`config.mk`:
```
export PLATFORM = sky130hd
export DESIGN_NAME = inwin_decode
export DESIGN_NICKNAME = d
export VERILOG_FILES = /design/src/rtl/inwin_decode.sv
export SDC_FILE = /design/constraint.sdc
export NUM_CORES = 1
export LEC_CHECK = 0
export ABC_AREA = 1
export CORE_MARGIN = 4
export CORE_UTILIZATION = 35
export CTS_CLUSTER_SIZE = 24
export DETAILED_ROUTE_END_ITERATION = 6
export SETUP_SLACK_MARGIN = 0.15
export SLEW_MARGIN = 20
export SYNTH_ARGS = -nofsm -noshare
export SYNTH_HDL_FRONTEND = slang
export SYNTH_SLANG_ARGS = --single-unit
```
`constraint.sdc`:
```
create_clock -name clk -period 6.3 [get_ports clk]
set_input_delay 1.575 -clock clk [delete_from_list [all_inputs] [get_ports clk]]
set_output_delay 1.575 -clock clk [all_outputs]
set_load 0.05 [all_outputs]
```
`src/rtl/inwin_decode.sv`:
```
module inwin_decode #(
  parameter int NWIN = 6,
  parameter int RAW  = 8,
  parameter int WIW  = (NWIN > 1) ? $clog2(NWIN) : 1
) (
  input  logic            clk,
  input  logic            rst_n,
  input  logic            reg_wr_i,
  input  logic [RAW-1:0]  reg_addr_i,
  input  logic [31:0]     reg_wdata_i,
  output logic [31:0]     reg_rdata_o,
  input  logic            lkp_vld_i,
  input  logic [31:0]     lkp_addr_i,
  output logic            rsp_vld_o,
  output logic            rsp_hit_o,
  output logic [WIW-1:0]  rsp_win_o,
  output logic [3:0]      rsp_tgt_o,
  output logic [7:0]      rsp_attr_o,
  output logic [31:0]     rsp_addr_o,
  output logic [31:0]     bar_ctrl_o
);
  localparam int IDXW = RAW - 4;

  logic [15:0] msk_q  [NWIN];
  logic [7:0]  attr_q [NWIN];
  logic [3:0]  tgt_q  [NWIN];
  logic        en_q   [NWIN];
  logic [15:0] base_q [NWIN];
  logic [15:0] rmp_q  [NWIN];
  logic [31:0] total_q;

  logic [IDXW-1:0] idx;
  logic [1:0]      sub;
  logic [NWIN-1:0] hit;

  assign idx = reg_addr_i[RAW-1:4];
  assign sub = reg_addr_i[3:2];

  for (genvar n = 0; n < NWIN; n++) begin : g_win
    logic sel;
    assign sel = reg_wr_i && (idx == IDXW'(n));
    always_ff @(posedge clk) begin
      if (!rst_n) begin
        msk_q[n]  <= '0;
        attr_q[n] <= '0;
        tgt_q[n]  <= '0;
        en_q[n]   <= 1'b0;
        base_q[n] <= '0;
        rmp_q[n]  <= '0;
      end else if (sel) begin
        case (sub)
          2'd0: begin
            msk_q[n]  <= reg_wdata_i[31:16];
            attr_q[n] <= reg_wdata_i[15:8];
            tgt_q[n]  <= reg_wdata_i[7:4];
            en_q[n]   <= reg_wdata_i[0];
          end
          2'd1: base_q[n] <= reg_wdata_i[31:16];
          2'd2: rmp_q[n]  <= reg_wdata_i[31:16];
          default: ;
        endcase
      end
    end
    assign hit[n] = en_q[n] && ((lkp_addr_i[31:16] & ~msk_q[n]) == base_q[n]);
  end

  always_ff @(posedge clk) begin
    if (!rst_n)
      total_q <= '0;
    else if (reg_wr_i && idx == IDXW'(NWIN) && sub == 2'd0)
      total_q <= reg_wdata_i;
  end

  logic [31:0] rounded;
  logic [31:0] round_m1;
  logic        is_pow2;
  logic [5:0]  top;

  always_comb begin
    top = '0;
    for (int b = 0; b < 32; b++)
      if (total_q[b]) top = 6'(b);
  end

  assign is_pow2  = (total_q & (total_q - 32'd1)) == '0;
  assign rounded  = is_pow2 ? total_q :
                    (top == 6'd31) ? 32'd0 : (32'd1 << (top + 6'd1));
  assign round_m1 = rounded - 32'd1;
  assign bar_ctrl_o = (total_q == '0) ? '0 : {round_m1[31:16], 15'd0, 1'b1};

  always_comb begin
    reg_rdata_o = '0;
    for (int n = 0; n < NWIN; n++) begin
      if (idx == IDXW'(n)) begin
        case (sub)
          2'd0: reg_rdata_o = {msk_q[n], attr_q[n], tgt_q[n], 3'd0, en_q[n]};
          2'd1: reg_rdata_o = {base_q[n], 16'd0};
          2'd2: reg_rdata_o = {rmp_q[n], 16'd0};
          default: reg_rdata_o = '0;
        endcase
      end
    end
    if (idx == IDXW'(NWIN) && sub == 2'd0) reg_rdata_o = rounded;
  end

  logic [WIW-1:0] win_sel;
  always_comb begin
    win_sel = '0;
    for (int n = NWIN - 1; n >= 0; n--)
      if (hit[n]) win_sel = WIW'(n);
  end

  logic        any_hit;
  logic [15:0] sel_msk;
  logic [15:0] sel_rmp;
  assign any_hit = |hit;
  assign sel_msk = msk_q[win_sel];
  assign sel_rmp = rmp_q[win_sel];

  always_ff @(posedge clk) begin
    if (!rst_n) begin
      rsp_vld_o  <= 1'b0;
      rsp_hit_o  <= 1'b0;
      rsp_win_o  <= '0;
      rsp_tgt_o  <= '0;
      rsp_attr_o <= '0;
      rsp_addr_o <= '0;
    end else begin
      rsp_vld_o <= lkp_vld_i;
      if (lkp_vld_i && any_hit) begin
        rsp_hit_o  <= 1'b1;
        rsp_win_o  <= win_sel;
        rsp_tgt_o  <= tgt_q[win_sel];
        rsp_attr_o <= attr_q[win_sel];
        rsp_addr_o <= {(lkp_addr_i[31:16] & sel_msk) | (sel_rmp & ~sel_msk),
                       lkp_addr_i[15:0]};
      end else if (lkp_vld_i) begin
        rsp_hit_o  <= 1'b0;
        rsp_win_o  <= '0;
        rsp_tgt_o  <= '0;
        rsp_attr_o <= '0;
        rsp_addr_o <= '0;
      end
    end
  end
endmodule

```
==> flow_summary.json, run 1 <==
{
  "grt_max_degree": 78,
  "first_iter_violations": 3733,
  "critPathLaunchType": "register",
  "vdd_ir_drop_max_mv": 0.208,
  "syn_area_um2": 25900,
  "swShare_pct": 28.5,
  "portBuffers": 171,
  "worstPathMaxFanout": 14,
  "grt_use_total_pct": 27.5,
  "p_clk_share_pct": 41.1,
  "power.net_switching_w": 0.00222,
  "io_pins": 189,
  "slew_viol_final": 0,
  "fmax_mhz": 164,
  "numCtsBuffers": 51,
  "root_buffer": "clkbuf_16",
  "num_rows": 99,
  "tightest_slew_ps": 1180,
  "drt_first_pass_iters": 6,
  "dpl.hpwl_um": 82000,
  "outcome": "finished, final reports clean",
  "totalNegativeSetupSlack_ps": 0,
  "final-hold-violation-count": 0,
  "endpoint_kind": "output port",
  "synth.avg_cell_area_um2": 7.95,
  "finalCriticalPeriod_ps": 6110,
  "gr-usage-met1_pct": 39.4,
  "fin_area_um2": 32100,
  "place_congestion": 1.01,
  "drv_cap": 0,
  "critPathKind": "reg -> out",
  "drc": 0,
  "intPower_w": 0.00556,
  "postRouteAntennaNets": 0,
  "timing.slew.headroom_pct": 21.3,
  "num_antenna_cells": 0,
  "yosysSeqAreaShare_pct": 48.7,
  "drive_gt1_share_pct": 12.8,
  "viasPerCell": 5.81,
  "clock_path_buffers": 3,
  "die_width_um": 280,
  "p_comb_share_pct": 15.2,
  "met3_usage_pct": 4.26,
  "cts_htree_levels": 2,
  "start_util_pct": 35.4,
  "synth_area_leaders": "edfxtp_1 42%, nor2_1 8.5%, nand2_1 7.9%",
  "ys.flop_type": "edfxtp_1",
  "yosys_warnings": 0,
  "busiest_layer": "met2",
  "use_met2_pct": 41.4,
  "fillers": 7271,
  "clock_latency_ps": 620,
  "overflow": 0,
  "clk_pin_slew_ps": 60,
  "p_per_area_nw_per_um2": 243,
  "first_global_vias": 23600,
  "grt_pass1_wl_um": 160000,
  "min_path_type": "reg -> reg",
  "synth-edff-count": 365,
  "cp.required_ps": 4720,
  "rsz0062_at_grt": "true",
  "synth_seq_cells": 447,
  "synthCells": 3251,
  "crit_arrival_ps": 4540,
  "fin_util_pct": 43.9,
  "wl_per_cell_um": 25.3,
  "yosysTopAreaCellShare_pct": 42.4,
  "synth_cell_types": 61,
  "ctsHoldBuffers": 0,
  "async_reset_ff_share_pct": 0,
  "skew_ps": 34.2,
  "die_h_um": 280,
  "seqPwrFrac_pct": 43.7,
  "routed_wl_um": 112000,
  "power_leakage_nw": 13.1,
  "setup_viol": 0,
  "area_growth_pct": 24.0,
  "vias": 25800,
  "dieArea_um2": 78300,
  "clkSinkCount": 447,
  "placed_cell_area_um2": 29500,
  "antenna_found_initial": 0,
  "yosys.area.top_type": "edfxtp_1",
  "cts_tree": "yes",
  "core_area_um2": 73100,
  "post-route-period-util_pct": 97.0,
  "final_nets": 3523
}
-- logic make-up (layout without fill, tap and decap cells) --
| kind of cell | Yosys count | after routing | share of synthesized area, % |
|---|---|---|---|
| AND/OR/NAND/NOR | 1482 | 1482 | 24.3 |
| AO/OA/AOI/OAI | 670 | 670 | 16.1 |
| buffers and inverters | 604 | 826 | 9.10 |
| flip-flops | 447 | 447 | 48.7 |
| XOR/XNOR | 35 | 35 | 1.19 |
| multiplexers | 9 | 9 | 0.382 |
| adder cells (fa/ha/maj) | 3 | 3 | 0.131 |
| other | 1 | 15 | 0.0145 |
-- final cells by class --
type	instances	area, um2	share of cell area (%)
repair inverters	2	15.0	0.0468
multi-input cells	2214	11600	36.3
inverters	400	1530	4.76
repair buffers	330	3330	10.4
clock inverters	36	420	1.31
flip-flops and latches	447	12600	39.3
well taps	959	1200	3.74
clock buffers	58	1330	4.16
-- timing repair --
item                       CTS  global route
buffers inserted            11            11
setup endpoints to repair   39            43
gates resized for setup     41           109
pin swaps                   15            31
gates cloned                 1             1
-- power groups by stage --
stage                     clock network [W]  logic, W  registers (W)
after global routing                0.00334   0.00124        0.00341
after floorplan                           0  0.000636        0.00344
after global placement                    0   0.00110        0.00345
final                               0.00320   0.00118        0.00340
after CTS                           0.00321   0.00112        0.00339
after detailed placement                  0   0.00110        0.00345
-- cells in the mapped netlist (3+ instances only) --
library cell	n
a31oi_1	12
nand3b_1	3
nand2_1	546
o21ai_0	214
buf_2	10
and2_1	3
or2_2	4
xor2_1	32
a21oi_2	3
o31ai_1	22
a21o_1	3
a21oi_1	168
a22o_1	7
mux2_2	7
a22oi_1	3
xnor2_1	3
nor4_1	37
nor2_1	587
o221ai_1	51
o2111ai_1	25
dfxtp_1	82
and3_1	3
a32oi_1	11
nand4_1	105
clkbuf_1	153
nand3_1	106
o22ai_1	31
a221oi_1	22
nor3_1	64
buf_1	24
inv_1	372
nor3_2	5
buf_4	15
a211oi_1	4
edfxtp_1	365
o211ai_1	77
inv_2	8
nor3b_1	3
clkinv_1	18
nor2_2	7
o21ai_1	8
-- per-layer routing --
layer	vias up	share of wire, %
met2	1688	43
met3	276	11
li1	11600	-
met1	12300	41
met4	0	4.5
met5	-	0
-- layout by cell type (no fill, tap or decap), drive strengths merged, types with 25 or more instances in the layout --
cell / n
xor2: 32
o2111ai: 25
o22ai: 31
o21ai: 222
clkinv: 41
a21oi: 171
nand4: 105
nand2: 547
nor2: 596
dfxtp: 82
clkdlybuf4s50: 122
nand3: 106
edfxtp: 365
nor3: 69
o221ai: 51
o211ai: 77
nor4: 39
inv: 382
clkbuf: 58
buf: 208
-- critical path, stage by stage (launching register included) --
cell and delay (ps):
dfxtp_1 330, buf_4 170, nor3_4 210, inv_2 70, nor2_4 120, inv_2 70, nor2_2 90, inv_2 70
nor3_2 130, nand2_1 150, o31ai_1 230, o2111ai_1 150, nor2_1 140, and3_2 240, buf_8 190, nor4_4 70
buf_4 160, inv_6 80, buf_4 110, o22ai_1 70, buf_4 170, nor2_2 180, nand3_1 150, nor2_2 160
nand2_1 90, nor2_1 130, buf_6 180
-- registers in the layout (all words and copies together), names as in the netlist --
signal,count
rmp_q,96
msk_q,96
tgt_q,24
rsp_addr_o,32
rsp_attr_o,8
en_q,6
rsp_hit_o,1
rsp_tgt_o,4
base_q,96
attr_q,48
rsp_vld_o,1
rsp_win_o,3
total_q,32
-- worst paths after layout --
kind	startpoint	end	slack [ps]	depth (start not counted)
worst min-delay path	rsp_addr_o[27]$_SDFFE_PN0P_	rsp_addr_o[27]$_SDFFE_PN0P_	460	2
worst min register to register	rsp_addr_o[27]$_SDFFE_PN0P_	rsp_addr_o[27]$_SDFFE_PN0P_	460	2
worst max register to register	msk_q[0][6]$_SDFFCE_PN0P_	rsp_addr_o[19]$_SDFFE_PN0P_	2380	11
worst max-delay path	total_q[1]$_SDFFE_PN0P_	bar_ctrl_o[23]	190	26
-- per-stage QoR --
step	cells	total power, W	hold WS, ps	setup slack [ps]
finish	4446	0.00778	465	187
global placement	4328	0.00455	451	235
floorplan	3265	0.00407	466	361
detailed placement	4328	0.00455	456	261
global route	4446	0.00799	478	-140
CTS	4434	0.00772	466	120
Note: power is estimated with default switching activity, not from simulation.
==> inputs of run 2 (changes only) <==
Settings changed: CTS_CLUSTER_DIAMETER set to 60, DONT_BUFFER_PORTS set to 1.
==> run 2 against run 1 <==
Against the previous run:
- the flow now finishes with violations (design-rule violations)
- die area stayed put
- cell area is 5.0% lower
- clock skew is 2.4 ps higher
- combinational power is 8% lower
- wire length is 0.78% lower
- cell count is 3.7% lower
- critical path depth is 18 higher
- total power is 4.3% lower
- first-iteration DRC count is 8.7% lower
- hold slack better by 90 ps
- sequential cell count stayed put
- fmax is 1.4% lower
- highest routed layer is now met5
==> flow_summary.json, run 2 (synthesis gave the netlist of run 1 again) <==
{
  "first_iter_violations": 3407,
  "endpoint_kind": "output port",
  "power_leakage_nw": 12.4,
  "reg.largest.list": "base_q (96), msk_q (96), rmp_q (96)",
  "root_buffer": "clkbuf_16",
  "p_total_w": 0.00744,
  "drv_cap": 0,
  "cts_htree_levels": 2,
  "antenna_found_initial": 2,
  "cts_tree": "yes",
  "final_common_cell": "nor2_1",
  "ctsHoldBuffers": 0,
  "fillers": 7326,
  "p_per_area_nw_per_um2": 244,
  "num_rows": 99,
  "finalCriticalPeriod_ps": 6200,
  "totalNegativeSetupSlack_ps": 0,
  "min_path_type": "reg -> reg",
  "overflow": 0,
  "layout_common_cells": "558 x nor2_1, 528 x nand2_1, 365 x edfxtp_1",
  "postRouteAntennaNets": 0,
  "seqPwrFrac_pct": 45.5,
  "tightest_slew_ps": 1130,
  "vias": 25100,
  "cp.required_ps": 4720,
  "area_growth_pct": 17.9,
  "violations": "design-rule violations",
  "dp_slack_ps": 468,
  "routed_wl_um": 112000,
  "setup_viol": 0,
  "skew_ps": 36.7,
  "die_h_um": 280,
  "critPathLaunchType": "register",
  "core_area_um2": 73100,
  "grt_use_total_pct": 27.2,
  "fmax_mhz": 161,
  "drt_first_pass_iters": 7,
  "critPathKind": "reg -> out",
  "final-hold-violation-count": 0,
  "start_util_pct": 35.4,
  "die_width_um": 280,
  "placed_cell_area_um2": 27800,
  "viasPerCell": 5.88,
  "path_common_cell": "nand2_1",
  "p_comb_share_pct": 14.5,
  "intPower_w": 0.00517,
  "final_nets": 3361,
  "swShare_pct": 30.5,
  "grt_pass1_wl_um": 157000,
  "dieArea_um2": 78300,
  "crit_arrival_ps": 4630,
  "wl_per_cell_um": 26.1,
  "slew_viol_final": 0,
  "cp_slowest_cell": "dfxtp_2",
  "clkSinkCount": 447,
  "worstPathMaxFanout": 5,
  "clock_latency_ps": 610,
  "outcome": "complete, but fails checks",
  "rsz0062_at_grt": "true",
  "power.net_switching_w": 0.00227,
  "io_pins": 189,
  "post-route-period-util_pct": 98.4,
  "portBuffers": 0,
  "first_global_vias": 23000,
  "cp_slowest_stage_delay_ps": 330,
  "p_clk_share_pct": 40.0,
  "clk_pin_slew_ps": 80,
  "timing.slew.headroom_pct": 24.5,
  "grt_max_degree": 78,
  "finalWorstSetupSlack_ps": 98.3,
  "place_congestion": 0.961,
  "vdd_ir_drop_max_mv": 0.230,
  "dpl.hpwl_um": 80600,
  "clock_path_buffers": 3,
  "drc": 1,
  "fin_area_um2": 30500,
  "numCtsBuffers": 44,
  "drive_gt1_share_pct": 13.0
}
==> run 2: timing repair <==
| item | CTS | global route |
|---|---|---|
| setup buffers | 13 | 18 |
| cloned | 2 | 0 |
| resized for setup | 51 | 130 |
| pin swaps | 9 | 35 |
| setup endpoints to repair | 29 | 45 |
==> run 2: power groups by stage <==
| stage | clock (W) | combinational, W | sequential, W |
|---|---|---|---|
| finish | 0.00298 | 0.00108 | 0.00339 |
| global route | 0.00310 | 0.00113 | 0.00340 |
| CTS | 0.00300 | 0.00100 | 0.00339 |
| detailed placement | 0 | 0.000982 | 0.00345 |
| global placement | 0 | 0.000981 | 0.00345 |
| floorplan | 0 | 0.000636 | 0.00344 |
==> run 2: per-layer routing <==
layer,track usage (%),vias to the layer above,wire (um)
met4,13.7,2,6200
li1,-,11300,-
met3,5.13,309,12100
met2,41.4,1615,48800
met5,0,-,7
met1,37.0,12000,44400
==> run 2: path summary, 6_finish.rpt <==
kind	endpoint	slack (ps)	startpoint	cells past startpoint
max reg2reg	rsp_addr_o[23]$_SDFFE_PN0P_	2230	msk_q[0][6]$_SDFFCE_PN0P_	11
min	total_q[6]$_SDFFE_PN0P_	560	total_q[6]$_SDFFE_PN0P_	2
max	bar_ctrl_o[30]	100	total_q[2]$_SDFFE_PN0P_	44
min reg2reg	total_q[6]$_SDFFE_PN0P_	560	total_q[6]$_SDFFE_PN0P_	2
==> run 2: through the flow <==
stage	util, %	instances	hold slack, ps
after global routing	41.7	4279	576
after global placement	38.1	4161	471
after CTS	40.7	4258	555
after detailed placement	38.1	4161	476
after floorplan	-	3265	466
final	41.7	4280	555
==> run 2: cell type report <==
cell class	count	area (um2)	area share (%)
sequential	447	12600	41.4
multi-input combinational	2214	11800	38.6
timing repair buffer	176	1770	5.79
inverter	400	1530	5.01
tap	959	1200	3.94
clock buffer	49	1140	3.74
clock inverter	33	458	1.50
timing repair inverter	1	7.51	0.0246
antenna	1	2.50	0.00821
==> run 2: worst max-delay path: cells and delay by family, from the launching register on <==
kind            cells  cell delay, ps
simple gates       37            2580
fa+ha+maj           1             280
flops               1             330
buf+inv             4             540
compound gates      2             280
